--- config.mk ---
export PLATFORM = sky130hd
export DESIGN_NAME = ptp_trig_pps
export DESIGN_NICKNAME = d
export VERILOG_FILES = /design/src/rtl/ptp_trig_pkg.sv /design/src/rtl/ptp_trig_dp.sv /design/src/rtl/ptp_trig_ctrl.sv /design/src/rtl/ptp_trig_pps.sv
export SDC_FILE = /design/constraint.sdc
export NUM_CORES = 1
export LEC_CHECK = 0
export BUFFER_PORTS_ARGS = -buffer_cell sky130_fd_sc_hd__buf_2
export CORE_UTILIZATION = 35
export CTS_CLUSTER_SIZE = 28
export DETAILED_ROUTE_END_ITERATION = 12
export GPL_ROUTABILITY_DRIVEN = 0
export HOLD_SLACK_MARGIN = 0.12
export PLACE_DENSITY = 0.59
export SLEW_MARGIN = 20
export SYNTH_ARGS = -nofsm -noshare
export SYNTH_HDL_FRONTEND = slang
export SYNTH_SLANG_ARGS = --single-unit
--- constraint.sdc ---
create_clock -name clk -period 4.45 [get_ports clk]
set_input_delay 0.2225 -clock clk [delete_from_list [all_inputs] [get_ports clk]]
set_output_delay 0.2225 -clock clk [all_outputs]
set_load 0.02 [all_outputs]
--- src/rtl/ptp_trig_pkg.sv ---
package ptp_trig_pkg;

  typedef struct packed {
    logic loadTgt;
    logic ppsLoad;
    logic ppsDec;
  } ctrlStrobe_t;

endpackage

--- src/rtl/ptp_trig_dp.sv ---
module ptp_trig_dp
  import ptp_trig_pkg::*;
#(
  parameter int SEC_W = 32,
  parameter int SUB_W = 32,
  parameter int CNT_W = 24,
  parameter int HIGH_CYCLES = 1000
) (
  input  logic             clk,
  input  logic             rstN,
  input  logic [SEC_W-1:0] sysSec,
  input  logic [SUB_W-1:0] sysSub,
  input  logic [SEC_W-1:0] tgtSec,
  input  logic [SUB_W-1:0] tgtSub,
  input  ctrlStrobe_t      strobe,
  output logic             timeReached,
  output logic             secTick,
  output logic             cntZero
);

  localparam int TIME_W = SEC_W + SUB_W;
  localparam logic [CNT_W-1:0] CNT_LOAD = CNT_W'(HIGH_CYCLES - 1);

  logic [SEC_W-1:0] tgtSecQ;
  logic [SUB_W-1:0] tgtSubQ;
  logic [SEC_W-1:0] prevSec;
  logic             secValid;
  logic [CNT_W-1:0] ppsCnt;
  logic [TIME_W-1:0] nowTime;
  logic [TIME_W-1:0] tgtTime;

  // target time register
  always_ff @(posedge clk) begin
    if (!rstN) begin
      tgtSecQ <= '0;
      tgtSubQ <= '0;
    end else if (strobe.loadTgt) begin
      tgtSecQ <= tgtSec;
      tgtSubQ <= tgtSub;
    end
  end

  // unsigned compare with the seconds as the more significant half
  assign nowTime     = {sysSec, sysSub};
  assign tgtTime     = {tgtSecQ, tgtSubQ};
  assign timeReached = (nowTime >= tgtTime);

  // seconds-step detector
  always_ff @(posedge clk) begin
    if (!rstN) begin
      prevSec  <= '0;
      secValid <= 1'b0;
    end else begin
      prevSec  <= sysSec;
      secValid <= 1'b1;
    end
  end

  assign secTick = secValid && (sysSec == prevSec + SEC_W'(1));

  // high-time counter
  always_ff @(posedge clk) begin
    if (!rstN) begin
      ppsCnt <= '0;
    end else if (strobe.ppsLoad) begin
      ppsCnt <= CNT_LOAD;
    end else if (strobe.ppsDec && ppsCnt != '0) begin
      ppsCnt <= ppsCnt - CNT_W'(1);
    end
  end

  assign cntZero = (ppsCnt == '0);


  cnt_range_chk: assert property (@(posedge clk) disable iff (!rstN)
    ppsCnt <= CNT_LOAD);


  cnt_load_chk: assert property (@(posedge clk) disable iff (!rstN)
    strobe.ppsLoad |=> ppsCnt == CNT_LOAD);

endmodule

--- src/rtl/ptp_trig_ctrl.sv ---
module ptp_trig_ctrl
  import ptp_trig_pkg::*;
(
  input  logic        clk,
  input  logic        rstN,
  input  logic        tgtWr,
  input  logic        trigEn,
  input  logic        intClr,
  input  logic        ppsEn,
  input  logic        timeReached,
  input  logic        secTick,
  input  logic        cntZero,
  output ctrlStrobe_t strobe,
  output logic        trigOut,
  output logic        intFlag,
  output logic        ppsOut
);

  logic armed;
  logic fireNow;

  assign fireNow = !tgtWr && armed && trigEn && timeReached;

  // trigger state
  always_ff @(posedge clk) begin
    if (!rstN) begin
      armed   <= 1'b0;
      trigOut <= 1'b0;
    end else if (tgtWr) begin
      armed   <= 1'b1;
      trigOut <= 1'b0;
    end else if (fireNow) begin
      armed   <= 1'b0;
      trigOut <= 1'b1;
    end
  end

  // sticky interrupt flag, set beats clear
  always_ff @(posedge clk) begin
    if (!rstN)        intFlag <= 1'b0;
    else if (fireNow) intFlag <= 1'b1;
    else if (intClr)  intFlag <= 1'b0;
  end

  // pulse-per-second sequencing
  always_comb begin
    strobe         = '0;
    strobe.loadTgt = tgtWr;
    if (ppsEn) begin
      if (secTick)                 strobe.ppsLoad = 1'b1;
      else if (ppsOut && !cntZero) strobe.ppsDec  = 1'b1;
    end
  end

  always_ff @(posedge clk) begin
    if (!rstN)                  ppsOut <= 1'b0;
    else if (!ppsEn)            ppsOut <= 1'b0;
    else if (secTick)           ppsOut <= 1'b1;
    else if (ppsOut && cntZero) ppsOut <= 1'b0;
  end


  trig_hold_chk: assert property (@(posedge clk) disable iff (!rstN)
    trigOut && !tgtWr |=> trigOut);


  trig_rearm_chk: assert property (@(posedge clk) disable iff (!rstN)
    tgtWr |=> !trigOut);


  no_fire_disabled_chk: assert property (@(posedge clk) disable iff (!rstN)
    !trigEn && !trigOut |=> !trigOut);


  int_with_trig_chk: assert property (@(posedge clk) disable iff (!rstN)
    $rose(trigOut) |-> intFlag);


  int_sticky_chk: assert property (@(posedge clk) disable iff (!rstN)
    intFlag && !intClr |=> intFlag);


  pps_off_chk: assert property (@(posedge clk) disable iff (!rstN)
    !ppsEn |=> !ppsOut);


  pps_start_chk: assert property (@(posedge clk) disable iff (!rstN)
    ppsEn && secTick |=> ppsOut);

endmodule

--- src/rtl/ptp_trig_pps.sv ---
module ptp_trig_pps
  import ptp_trig_pkg::*;
#(
  parameter int SEC_W       = 32,
  parameter int SUB_W       = 32,
  parameter int CLK_HZ      = 100_000_000,
  parameter int PPS_HIGH_MS = 125
) (
  input  logic             clk,
  input  logic             rstN,
  input  logic [SEC_W-1:0] sysSec,
  input  logic [SUB_W-1:0] sysSub,
  input  logic [SEC_W-1:0] tgtSec,
  input  logic [SUB_W-1:0] tgtSub,
  input  logic             tgtWr,
  input  logic             trigEn,
  input  logic             intClr,
  input  logic             routeSel,
  input  logic             ppsEn,
  output logic             trigOut,
  output logic             timerTrig,
  output logic             intFlag,
  output logic             ppsOut
);

  localparam int HIGH_CYCLES = (CLK_HZ / 1000) * PPS_HIGH_MS;
  localparam int CNT_W       = (HIGH_CYCLES > 1) ? $clog2(HIGH_CYCLES) : 1;

  ctrlStrobe_t strobe;
  logic        timeReached;
  logic        secTick;
  logic        cntZero;

  ptp_trig_dp #(
    .SEC_W       (SEC_W),
    .SUB_W       (SUB_W),
    .CNT_W       (CNT_W),
    .HIGH_CYCLES (HIGH_CYCLES)
  ) dp_i (
    .clk         (clk),
    .rstN        (rstN),
    .sysSec      (sysSec),
    .sysSub      (sysSub),
    .tgtSec      (tgtSec),
    .tgtSub      (tgtSub),
    .strobe      (strobe),
    .timeReached (timeReached),
    .secTick     (secTick),
    .cntZero     (cntZero)
  );

  ptp_trig_ctrl ctrl_i (
    .clk         (clk),
    .rstN        (rstN),
    .tgtWr       (tgtWr),
    .trigEn      (trigEn),
    .intClr      (intClr),
    .ppsEn       (ppsEn),
    .timeReached (timeReached),
    .secTick     (secTick),
    .cntZero     (cntZero),
    .strobe      (strobe),
    .trigOut     (trigOut),
    .intFlag     (intFlag),
    .ppsOut      (ppsOut)
  );

  assign timerTrig = trigOut && !routeSel;


  route_block_chk: assert property (@(posedge clk) disable iff (!rstN)
    routeSel |-> !timerTrig);


  route_pass_chk: assert property (@(posedge clk) disable iff (!rstN)
    !routeSel |-> timerTrig == trigOut);

endmodule

==> reports/results.txt <==
Min Tclk post-route = 4015 ps
Clk slew on worst S/H paths = 60 ps
Ant diodes = 0
Max H-tree Level = 4
Core Area = 0.02036 mm^2
XOR/XNOR Fraction of Synth Area = 5.498%
Clock Skews = 14.46 ps
Pwr Total = 2.989 mW
Worst skew pair latency = 420 ps
Pwr dens = 305.3 mW/mm^2
Die ar. = 0.02152 mm^2
Adder-cell area share of the yosys netlist = 11.27%
DP HPWL = 13640 um
RSZ-0062 raised after global routing = false
Die width = 146.7 um
Synth Area in Compound Gates = 14.03%
Pleak = 4.308 nW
Worst vdd ir = 0.0002528 V
Vias in the first global route = 6475
Share of layout cells above drive strength 1 = 19.81%
Crit start category = flip-flop
Setup ws final = 434.7 ps
Prevailing post-synth register cell = dfxtp_1
Max Freq = 249.0 MHz
CP endpoint kind = flip-flop
# port buffers = 138
CTS Buf Count = 17
WP data arrival = 4310 ps
WHS = 164.1 ps
Crit path max fanout = 13
Worst Tran Pin Value = 853.2 ps
Clock root cell = clkbuf_16
Sequential-to-total area share from yosys stat = 34.15%
M3 GR Usage = 5.901%
Global-route wire length before repair = 31450 um
Total Routed Length = 18900 um
Synth Area in Simple Gates = 20.37%
Worst hold path class = in2reg
Initial core utilization = 35.99%
Sum Neg Setup Slack = 0 ps
Gr usage total = 18.29%
Final Hold Viols = 0
DRT antenna net count = 0
Worst slack, placed = 425.4 ps
# nets final = 1253
Mapped Area = 0.007328 mm^2
Placed insts = 1207
WL/cell = 14.16 um
Worst EP required = 4750 ps
Met1 GRT Util = 21.63%
Ys async rst share = 0%
Crit path kind = reg2reg
Post-route DRC = 0
Largest family of logic cells by synthesized area = simple AND/OR/NAND/NOR gates
Syn avg cell area = 8.926 um^2
Net Count, Synth = 1022
Post-synth cell types = 70
I/O pin count = 139
Final cell count without fillers = 1335
Vias = 6561
Final Cycle Share = 90.23%
GRT busiest layer = met2
TritonCTS clock tree = built
Mux cell area share after synthesis = 9.186%
Initial antenna violation count = 0
Yosys reg bits = 125
Post-DR vias/cell = 4.915
DR iter-0 viols = 285
# clock sinks = 125
Grt ovf = 0
Layout area overhead = 33.58%
MaxCap Viol Count = 0
EDFF count, synth = 0
Placement row count = 52
Finish-stage setup viols = 0
Cells after Synth = 821
Setup Fix Bufs, Post-CTS = 0
Die span in y = 146.7 um
Multi-input logic area = 0.004423 mm^2
Register Area = 0.002502 mm^2
Largest net degree at the start of global routing = 43
Max transition margin = 43.04%
Status = complete, no violations
Post-Layout Inst Area = 0.009789 mm^2
GR Util met2 = 31.66%
Area post-placement = 0.008275 mm^2
Pins Over Slew Limit = 0
Filler cell count = 1969
Yosys warnings = 0
Final Util = 48.07%
DRT Pass-1 Iters = 4
Clock buffer depth = 2
synth_stat cells, types with 5 or more instances:
cell | instances | area [um^2]
o211ai_1 | 7 | 52.55
dfxtp_1 | 125 | 2502
or3_1 | 7 | 43.79
o21ai_0 | 19 | 95.09
buf_1 | 5 | 18.77
xor2_1 | 19 | 166.4
clkbuf_1 | 18 | 67.56
nand4_1 | 27 | 168.9
and2_1 | 36 | 225.2
nor2_1 | 82 | 307.8
ha_1 | 66 | 825.8
and3_1 | 8 | 50.05
a21oi_1 | 30 | 150.1
nor4_1 | 6 | 37.54
nand2_1 | 20 | 75.07
o31ai_1 | 7 | 52.55
or2_2 | 5 | 31.28
mux2i_1 | 65 | 650.6
xnor2_1 | 27 | 236.5
or3_2 | 9 | 67.56
inv_1 | 74 | 277.8
nand3_1 | 14 | 70.07
or4_1 | 7 | 52.55
nor3_1 | 15 | 75.07
a21o_1 | 29 | 217.7
nand2b_1 | 5 | 31.28
and4_1 | 7 | 61.31
a31oi_1 | 16 | 100.1
kinds of logic after synthesis:
kind of cell    count (synthesis)
simple gates                  269
xor+xnor                       46
flops                         125
fa+ha+maj                      66
mux                            67
buf+inv                       102
compound gates                146
per-layer routing:
metal  wire length, um  part of all wire [%]  vias up
li1                  -                     -     3401
met1              8758                    46     2999
met2              8879                    47      141
met3              1030                   5.5       20
met4               229                   1.2        0
met5                 0                     0        -
worst paths after layout:
check	startpoint	end	slack [ps]	depth (start not counted)
min	sysSec[5]	dp_i.prevSec[5]	160	2
max reg2reg	dp_i.prevSec[8]	dp_i.ppsCnt[10]	430	9
min reg2reg	dp_i.ppsCnt[5]	dp_i.ppsCnt[5]	480	2
max	dp_i.prevSec[8]	dp_i.ppsCnt[10]	430	9
area by class of cell:
cell class,count,area share (%)
sequential,125,25.56
inverter,75,2.876
clock buffer,22,4.844
tap,270,3.451
multi-input combinational,594,45.18
clock inverter,10,0.8052
timing repair buffer,239,17.28
state kept, by name (all words and copies together) (netlist names):
name            cells
ctrl_i.trigOut      1
ctrl_i.ppsOut       1
dp_i.ppsCnt        24
ctrl_i.armed        1
dp_i.tgtSubQ       32
dp_i.prevSec       32
dp_i.secValid       1
ctrl_i.intFlag      1
dp_i.tgtSecQ       32
where the power goes:
part | switching [mW] | total [mW] | internal (mW)
registers | 0.0362 | 1.21 | 1.17
logic | 0.221 | 0.476 | 0.255
clock network | 0.541 | 1.30 | 0.763
total | 0.799 | 2.99 | 2.19
critical path, stage by stage, from the launching register on:
cell and delay, ps:
dfxtp_1 410, nand4_1 320, nor3_2 510, a31oi_1 180
nor4_1 310, or4b_2 610, or4_1 670, o211ai_2 510
nor3_1 90, o31a_1 290
cell usage in the layout, fill, tap and decap left out, drive strengths merged, types with 27 or more instances in the layout:
cell type	n
a21o	30
a21oi	30
and2	36
buf	143
dfxtp	125
dlygate4sd3	96
ha	66
inv	79
mux2i	65
nand4	27
nor2	82
xnor2	27
repair_timing:
item                                    4_1_cts  5_1_grt
hold endpoints to repair                     96        0
gates resized for setup                       0        0
hold buffers                                 96        0
endpoints found under the setup margin        0        0
No activity file was read; power rests on OpenSTA's default activity.
